**config.mk**
```make
export PLATFORM = sky130hd
export DESIGN_NAME = scdc_link_seq
export DESIGN_NICKNAME = d
export VERILOG_FILES = /design/src/rtl/scdc_pkg.sv /design/src/rtl/scdc_step_dec.sv /design/src/rtl/scdc_settle.sv /design/src/rtl/scdc_link_seq.sv
export SDC_FILE = /design/constraint.sdc
export NUM_CORES = 1
export LEC_CHECK = 0
export ABC_AREA = 1
export BUFFER_PORTS_ARGS = -buffer_cell sky130_fd_sc_hd__buf_2
export CAP_MARGIN = 20
export CORE_ASPECT_RATIO = 1.5
export CORE_MARGIN = 2
export CORE_UTILIZATION = 45
export DETAILED_ROUTE_END_ITERATION = 6
export PLACE_DENSITY = 0.68
export SYNTH_ARGS = -nofsm -noshare
export SYNTH_HDL_FRONTEND = slang
export SYNTH_SLANG_ARGS = --single-unit
```
**constraint.sdc**
```tcl
create_clock -name clk_i -period 1.7 [get_ports clk_i]
set_input_delay 0.085 -clock clk_i [delete_from_list [all_inputs] [get_ports clk_i]]
set_output_delay 0.085 -clock clk_i [all_outputs]
set_load 0.005 [all_outputs]
```
**src/rtl/scdc_pkg.sv**
```systemverilog
package scdc_pkg;
  typedef enum logic [2:0] {
    CMD_START  = 3'd0,
    CMD_WRITE  = 3'd1,
    CMD_READ   = 3'd2,
    CMD_RSTART = 3'd3,
    CMD_STOP   = 3'd4
  } i2c_cmd_e;

  typedef enum logic [1:0] {
    OP_SCRAMBLE = 2'd0,
    OP_RATIO    = 2'd1,
    OP_QUERY    = 2'd2,
    OP_QUERY_B  = 2'd3
  } link_op_e;

  localparam logic [6:0] SINK_ADDR  = 7'h54;
  localparam logic [7:0] OFF_CFG    = 8'h20;
  localparam logic [7:0] OFF_STAT   = 8'h21;
  localparam int         BIT_SCR_EN = 0;
  localparam int         BIT_RATIO  = 1;
  localparam int         BIT_SCR_ON = 0;

  localparam int         STEP_W       = 4;
  localparam logic [3:0] STEP_RD_STOP = 4'd6;
  localparam logic [3:0] STEP_WR_GO   = 4'd7;
  localparam logic [3:0] STEP_WR_STOP = 4'd11;
endpackage

```
**src/rtl/scdc_step_dec.sv**
```systemverilog
module scdc_step_dec
  import scdc_pkg::*;
(
  input  logic [STEP_W-1:0] step_i,
  input  logic [7:0]        reg_off_i,
  input  logic [7:0]        wr_byte_i,
  output i2c_cmd_e          cmd_o,
  output logic [7:0]        data_o,
  output logic              chk_ack_o,
  output logic              rd_o,
  output logic              last_o
);
  localparam logic [7:0] ADDR_W = {SINK_ADDR, 1'b0};
  localparam logic [7:0] ADDR_R = {SINK_ADDR, 1'b1};

  always_comb begin
    cmd_o     = CMD_STOP;
    data_o    = 8'h00;
    chk_ack_o = 1'b0;
    rd_o      = 1'b0;
    last_o    = 1'b0;
    case (step_i)
      4'd0:  cmd_o = CMD_START;
      4'd1:  begin cmd_o = CMD_WRITE; data_o = ADDR_W;    chk_ack_o = 1'b1; end
      4'd2:  begin cmd_o = CMD_WRITE; data_o = reg_off_i; chk_ack_o = 1'b1; end
      4'd3:  cmd_o = CMD_RSTART;
      4'd4:  begin cmd_o = CMD_WRITE; data_o = ADDR_R;    chk_ack_o = 1'b1; end
      4'd5:  begin cmd_o = CMD_READ;  rd_o = 1'b1; end
      4'd7:  cmd_o = CMD_START;
      4'd8:  begin cmd_o = CMD_WRITE; data_o = ADDR_W;    chk_ack_o = 1'b1; end
      4'd9:  begin cmd_o = CMD_WRITE; data_o = OFF_CFG;   chk_ack_o = 1'b1; end
      4'd10: begin cmd_o = CMD_WRITE; data_o = wr_byte_i; chk_ack_o = 1'b1; end
      default: begin cmd_o = CMD_STOP; last_o = 1'b1; end
    endcase
  end
endmodule

```
**src/rtl/scdc_settle.sv**
```systemverilog
module scdc_settle #(
  parameter int unsigned CYCLES = 150000
) (
  input  logic clk_i,
  input  logic rst_ni,
  input  logic start_i,
  input  logic tick_i,
  output logic expire_o
);
  localparam int unsigned LOAD = (CYCLES < 1) ? 1 : CYCLES;
  localparam int unsigned CW   = $clog2(LOAD + 1);

  logic [CW-1:0] cnt_q;

  always_ff @(posedge clk_i or negedge rst_ni) begin
    if (!rst_ni)                        cnt_q <= '0;
    else if (start_i)                   cnt_q <= CW'(LOAD);
    else if (tick_i && cnt_q != '0)     cnt_q <= cnt_q - CW'(1);
  end

  assign expire_o = tick_i && (cnt_q == CW'(1));
endmodule

```
**src/rtl/scdc_link_seq.sv**
```systemverilog
module scdc_link_seq
  import scdc_pkg::*;
#(
  parameter int unsigned CLK_HZ = 100_000_000
) (
  input  logic       clk_i,
  input  logic       rst_ni,
  input  logic       req_i,
  input  logic [1:0] req_op_i,
  input  logic       req_val_i,
  output logic       busy_o,
  output logic       done_o,
  output logic       ok_o,
  output logic       scr_o,
  output logic       err_o,
  output logic       cmd_valid_o,
  output logic [2:0] cmd_o,
  output logic [7:0] cmd_data_o,
  input  logic       rsp_valid_i,
  input  logic       rsp_nack_i,
  input  logic [7:0] rsp_data_i
);
  localparam int unsigned SETTLE_CYC = (CLK_HZ / 2000) * 3;

  typedef enum logic [2:0] {S_IDLE, S_ISSUE, S_WAIT, S_SETTLE, S_FIN} st_e;

  st_e              state_q;
  link_op_e         op_q;
  logic             val_q, fail_q, ok_q, scr_q, err_q;
  logic [STEP_W-1:0] step_q;
  logic [7:0]       rbyte_q, reg_off, wr_byte;
  i2c_cmd_e         dec_cmd;
  logic [7:0]       dec_data;
  logic             dec_chk, dec_rd, dec_last;
  logic             tmr_start, tmr_expire, is_query;

  assign is_query = op_q[1];
  assign reg_off  = is_query ? OFF_STAT : OFF_CFG;

  always_comb begin
    wr_byte = rbyte_q;
    if (op_q == OP_RATIO) wr_byte[BIT_RATIO]  = val_q;
    else                  wr_byte[BIT_SCR_EN] = val_q;
  end

  scdc_step_dec u_dec (
    .step_i    (step_q),
    .reg_off_i (reg_off),
    .wr_byte_i (wr_byte),
    .cmd_o     (dec_cmd),
    .data_o    (dec_data),
    .chk_ack_o (dec_chk),
    .rd_o      (dec_rd),
    .last_o    (dec_last)
  );

  assign tmr_start = (state_q == S_WAIT) && rsp_valid_i && dec_last && !fail_q &&
                     (step_q == STEP_WR_STOP) && (op_q == OP_RATIO);

  scdc_settle #(.CYCLES(SETTLE_CYC)) u_tmr (
    .clk_i    (clk_i),
    .rst_ni   (rst_ni),
    .start_i  (tmr_start),
    .tick_i   (state_q == S_SETTLE),
    .expire_o (tmr_expire)
  );

  always_ff @(posedge clk_i or negedge rst_ni) begin
    if (!rst_ni) begin
      state_q <= S_IDLE;
      op_q    <= OP_SCRAMBLE;
      val_q   <= 1'b0;
      fail_q  <= 1'b0;
      ok_q    <= 1'b0;
      scr_q   <= 1'b0;
      err_q   <= 1'b0;
      step_q  <= '0;
      rbyte_q <= '0;
    end else begin
      case (state_q)
        S_IDLE: if (req_i) begin
          op_q    <= link_op_e'(req_op_i);
          val_q   <= req_val_i;
          fail_q  <= 1'b0;
          ok_q    <= 1'b0;
          scr_q   <= 1'b0;
          err_q   <= 1'b0;
          step_q  <= '0;
          state_q <= S_ISSUE;
        end
        S_ISSUE: state_q <= S_WAIT;
        S_WAIT: if (rsp_valid_i) begin
          state_q <= S_ISSUE;
          if (dec_chk && rsp_nack_i) begin
            // abandon transfer, close bus
            err_q  <= 1'b1;
            fail_q <= 1'b1;
            step_q <= (step_q < STEP_WR_GO) ? STEP_RD_STOP : STEP_WR_STOP;
          end else if (dec_rd) begin
            rbyte_q <= rsp_data_i;
            step_q  <= step_q + 4'd1;
          end else if (dec_last) begin
            if (fail_q) begin
              ok_q    <= 1'b0;
              scr_q   <= 1'b0;
              state_q <= S_FIN;
            end else if (step_q == STEP_RD_STOP) begin
              if (is_query) begin
                ok_q    <= 1'b1;
                scr_q   <= rbyte_q[BIT_SCR_ON];
                state_q <= S_FIN;
              end else begin
                step_q <= STEP_WR_GO;
              end
            end else if (op_q == OP_RATIO) begin
              state_q <= S_SETTLE;
            end else begin
              ok_q    <= 1'b1;
              state_q <= S_FIN;
            end
          end else begin
            step_q <= step_q + 4'd1;
          end
        end
        S_SETTLE: if (tmr_expire) begin
          ok_q    <= 1'b1;
          state_q <= S_FIN;
        end
        S_FIN:   state_q <= S_IDLE;
        default: state_q <= S_IDLE;
      endcase
    end
  end

  assign busy_o      = (state_q != S_IDLE);
  assign done_o      = (state_q == S_FIN);
  assign ok_o        = ok_q;
  assign scr_o       = scr_q;
  assign err_o       = err_q;
  assign cmd_valid_o = (state_q == S_ISSUE);
  assign cmd_o       = dec_cmd;
  assign cmd_data_o  = dec_data;
endmodule

```
* Word-level counts from Yosys, hierarchy flattened
Cells that the tools add are included.
** Storage, ports and cells
- Flip-flop bits (word level) :: 39
- Input port bits :: 16
** Operators by class
- Add/subtract/negate cells :: 2
- Bitwise gates (word level) :: 1
- Multiplexer cells :: 53
- Magnitude comparators :: 1
- Equal/unequal tests :: 31
- Reduce and logical (&&, ||, !) cells :: 27
** Operators with widths (count)
- $pmux W8 S5 :: 1
- $mux W18 :: 2
- $mux W4 :: 9
- $mux W3 :: 10
- $mux W1 :: 25
- $pmux W3 S4 :: 2
- $eq A18 B1 Y1 const B :: 1
- $reduce_bool A18 Y1 :: 1
- $sub A18 B1 Y18 const B :: 1
- $eq A4 B3 Y1 const B :: 4
- $eq A4 B4 Y1 const B :: 4
- $ne A2 B2 Y1 const B :: 6
- $ne A5 B4 Y1 const B :: 2
- $reduce_or A10 Y1 :: 1
- $reduce_and A9 Y1 :: 1
- $eq A4 B2 Y1 const B :: 2
- $logic_and A1 B1 Y1 :: 8
- $pmux W4 S2 :: 1
- $reduce_and A4 Y1 :: 2
- $reduce_and A8 Y1 :: 1
- $eq A3 B2 Y1 const B :: 2
- $reduce_and A6 Y1 :: 1
- $reduce_bool A3 Y1 :: 2
- $reduce_or A6 Y1 :: 1
- 22 further kinds :: 25

* Longest topological paths before layout
- Depth after elaboration :: 9
- Mapped depth :: 13
- Gate-level depth less buffers :: 12

* Cells and area by module
A second synthesis with hierarchy kept.
** Unflattened totals
- Cell total of the unflattened synthesis :: 422
- Area, all modules :: 2845.2 µm²
** By module, submodules not included
- scdc_link_seq :: area each 1297.5 µm², instances 1, cells each 171
- scdc_settle :: area each 1263.7 µm², instances 1, cells each 191
- scdc_step_dec :: area each 284.0 µm², instances 1, cells each 60

* Least setup slack after synthesis
No wires, ideal clock.
- Path type :: register -> register
- From :: register step_q[1]
- To :: register rbyte_q[0]
- Data required time :: 1.575 ns
- Data arrival time :: 1.634 ns
- Slack :: -0.059 ns
- Cell stages (with the launch flop) :: 9
- Clock period less this slack :: 1.759 ns
- Cell sequence :: dfrtp_1 > inv_1 > ha_1 > o21ai_2 > nand3_4 > nand2_4 > nand2_2 > buf_6 > mux2_4
** Between the ends
- Cells in the longest elaborated chain, start to end :: 6
- Elaborated cells on any way between the ends :: 13
- Those cells by class :: eq/ne: 7; mux: 2; bitwise: 1; reduce/logical: 3
** RTL lines
- from (decl) :: line scdc_link_seq.sv:30 : logic [STEP_W-1:0] step_q;
- from (signal assigned) :: line scdc_link_seq.sv:98 : step_q <= (step_q < STEP_WR_GO) ? STEP_RD_STOP : STEP_WR_STOP;
- from (signal assigned) :: line scdc_link_seq.sv:101 : step_q <= step_q + 4'd1;
- from (signal assigned) :: line scdc_link_seq.sv:122 : step_q <= step_q + 4'd1;
- $eq A4 B1 Y1, or another cell as far along :: line scdc_step_dec.sv:22 : case (step_i)
- $reduce_or A6 Y1 (no line)
- $mux W1 :: line scdc_step_dec.sv:22
- $logic_and A1 B1 Y1 :: line scdc_link_seq.sv:94 : if (dec_chk && rsp_nack_i) begin
- $not A1 Y1 (no line)
- $reduce_and A4 Y1 (no line) (*)
- to (signal assigned) :: line scdc_link_seq.sv:100 : rbyte_q <= rsp_data_i;
- to (decl) :: line scdc_link_seq.sv:31 : logic [7:0] rbyte_q, reg_off, wr_byte;
Mark *: on every way between the ends. The rest lies on a longest branch, timed or not.
A chain may end at the register's enable or synchronous reset.

* Final worst setup path
- From :: register step_q[1]
- To :: output port cmd_o[2]
** Between the ends
- Cells in the longest elaborated chain, start to end :: 3
- Elaborated cells on any way between the ends :: 13
- Those cells by class :: eq/ne: 9; mux: 1; reduce/logical: 3
** RTL lines
- $eq A4 B1 Y1, or another cell as far along :: line scdc_step_dec.sv:22
- $reduce_or A6 Y1 (no line) / $reduce_or A2 Y1 (equally long branches)
- $pmux W3 S4 (*) :: line scdc_step_dec.sv:22
- to (decl) :: line scdc_link_seq.sv:17 : output logic [2:0] cmd_o,
Marks and branches as above.

==> impl_metrics.json <==
{
  "tightest_slew_ns": 0.515,
  "tritoncts": "built",
  "clock.fmax_ghz": 0.547,
  "path_clk_slew_ns": 0.09,
  "ir_drop_mv": 0.536,
  "critPathMostFrequentCell": "buf_6",
  "synth.top_cell.area_share_pct": 36.9,
  "relSlewSlack_pct": 65.7,
  "htreeDepth": 2,
  "antenna_found_initial": 0,
  "syn_area_per_cell_um2": 7.14,
  "area_growth_pct": 44.7,
  "clockBufferDepth": 2,
  "die_x_um": 66.6,
  "die_y_um": 97.8,
  "status": "complete, but fails checks",
  "clk_latency_ns": 0.30,
  "io_pins": 33,
  "grt_pass1_vias": 2749,
  "netlist.top_cell.by_area": "dfrtp_1",
  "dp.cells": 517,
  "p_per_area_nw_per_um2": 467,
  "drc": 0,
  "cts-root-buf": "clkbuf_8",
  "pre_cts_slack_ns": -0.140,
  "cp_cell_sequence": "buf_6 > ha_4 > nand2_2 > nand2_2 > nor2_4 > nand3_4 > inv_4 > buf_6 > buf_6",
  "synth_seq_cells": 39,
  "p_leak_nw": 1.92,
  "core_um2": 5740,
  "grt_pass1_wl_um": 12000,
  "synth_ff_type": "dfrtp_1",
  "crit_fanout": 4,
  "dr.pass1.iters": 4,
  "setup_tns_ns": -1.27,
  "gp_congestion": 0.861,
  "grt_max_degree": 40,
  "synthArstFlopShare_pct": 100,
  "finalWorstSetupSlack_ns": -0.127,
  "setup_violations": 26,
  "fillers": 477,
  "yosys-top-cells-count": "98 x nand2_1, 57 x nor2_1, 47 x inv_1",
  "fin_cells": 539,
  "yosysSeqAreaShare_pct": 36.9,
  "final_max_slew_viol_count": 0,
  "path_class": "register to primary output",
  "rows": 34,
  "hold_ws_ns": 0.0181,
  "crit_family": "flip-flops",
  "worst-path-buf-inv": 4,
  "diodes": 0,
  "gr-total-overflow": 0,
  "hp-class": "input port to register",
  "rsz0062_at_grt": "yes",
  "critPathSlowestCell": "dfrtp_2",
  "dp_hpwl_um": 5210,
  "synth_cell_type_count": 37,
  "skew_ns": 0.0107,
  "start_kind": "register",
  "required_ns": 1.62,
  "routed_wirelength_um": 7610,
  "crit_arrival_ns": 1.74,
  "synth_area_leaders": "dfrtp_1 37%, nand2_1 14%, nor2_1 8.1%",
  "syn_inst": 370,
  "crit_path_end_kind": "primary output",
  "initial_core_util_pct": 46.0,
  "drive_gt1_share_pct": 40.5,
  "yosys_warnings": 0,
  "final.min_clock_period_ns": 1.83,
  "drtAntennaViolNets": 0,
  "yosysMostFrequentCell": "nand2_1",
  "port_buffers": 32,
  "synth_edf_count": 0,
  "post-route-period-util_pct": 107,
  "clock-sinks": 39,
  "vias_per_cell": 5.12,
  "failed_checks": "negative setup slack",
  "syn-cell-area_um2": 2640,
  "drt_iter0_drc": 190,
  "die_area_um2": 6510,
  "avgRoutedWirePerCell_um": 14.1,
  "cts_made_buffers": 5,
  "max_stage_delay_ns": 0.48,
  "cap_violations": 0,
  "syn-num-nets": 394,
  "num_vias": 2757,
  "grt_usage_pct": 23.6,
  "layout.nets": 490,
  "final_hold_viol_count": 0
}
stage by stage:
| stage | cell area, µm² | total power (W) | utilization [%] |
|---|---|---|---|
| after floorplan | 2660 | 0.000947 | - |
| after global placement | 3220 | 0.000986 | 56.1 |
| after detailed placement | 3220 | 0.000987 | 56.1 |
| after CTS | 3550 | 0.00180 | 61.9 |
| after global routing | 3820 | 0.00184 | 66.5 |
| final | 3820 | 0.00179 | 66.5 |
routing by layer:
layer  vias to the layer above  track usage (%)  routed length [µm]
li1                       1362                -                   -
met1                      1283             26.0                2840
met2                        83             42.8                4230
met3                        29             3.46                 222
met4                         0             11.6                 323
met5                         -                0                   0
final timing paths:
path,depth (start not counted),slack (ns),endpoint,from
worst max register to register,12,-0.10,ok_o,step_q[1]
worst max-delay path,9,-0.13,cmd_o[2],step_q[1]
worst min-delay path,2,0.02,rbyte_q[1],rsp_data_i[1]
max in group asynchronous,3,0.95,step_q[1],rst_ni
min in group asynchronous,3,0.37,u_tmr.cnt_q[7],rst_ni
worst min register to register,1,0.52,rbyte_q[5],rbyte_q[5]
repair_timing:
item                                    CTS  global route
endpoints found under the hold margin    39             0
resized for setup                        30            70
hold buffers                              1             0
buffers inserted                          9             4
pin swaps                                 7            19
endpoints found under the setup margin   35            43
placed cells by master, fill, tap and decap left out, types with 5 or more instances in the layout:
cell type and count:
buf_6 10, nand3_1 26, dfrtp_1 35, nand2_4 7, inv_1 38, nand2_2 10
nor2_2 8, nor2_1 46, ha_4 5, clkbuf_8 6, nand2_1 87, inv_2 11
buf_2 31, o21ai_1 7, a21oi_1 14, buf_4 50, nor2_4 10, nand3_4 7
where the power goes:
part	switching, W	internal [W]
sequential	0	0.000927
clock	0.000341	0.000475
combinational	0.0000266	0.0000154
area by class of cell:
cell class	count	area [µm²]	share of cell area (%)
clock buffers	6	82.6	2.16
flip-flops and latches	39	981	25.7
well taps	72	90.1	2.36
inverters	54	218	5.70
multi-input cells	273	1740	45.6
clock inverters	2	35.0	0.917
repair buffers	93	673	17.6
state kept, by name (all words and copies together), names as in the netlist:
name	cells
scr_o	1
err_o	1
u_tmr.cnt_q	18
val_q	1
ok_o	1
op_q	2
step_q	4
state_q	3
rbyte_q	8
logic make-up after synthesis:
logic type	share of synthesized area (%)
AO/OA/AOI/OAI	8.38
XOR/XNOR	1.66
AND/OR/NAND/NOR	37.2
flip-flops	36.9
adder cells (fa/ha/maj)	3.79
multiplexers	2.70
buffers and inverters	9.33
(Power assumes the default switching activity.)
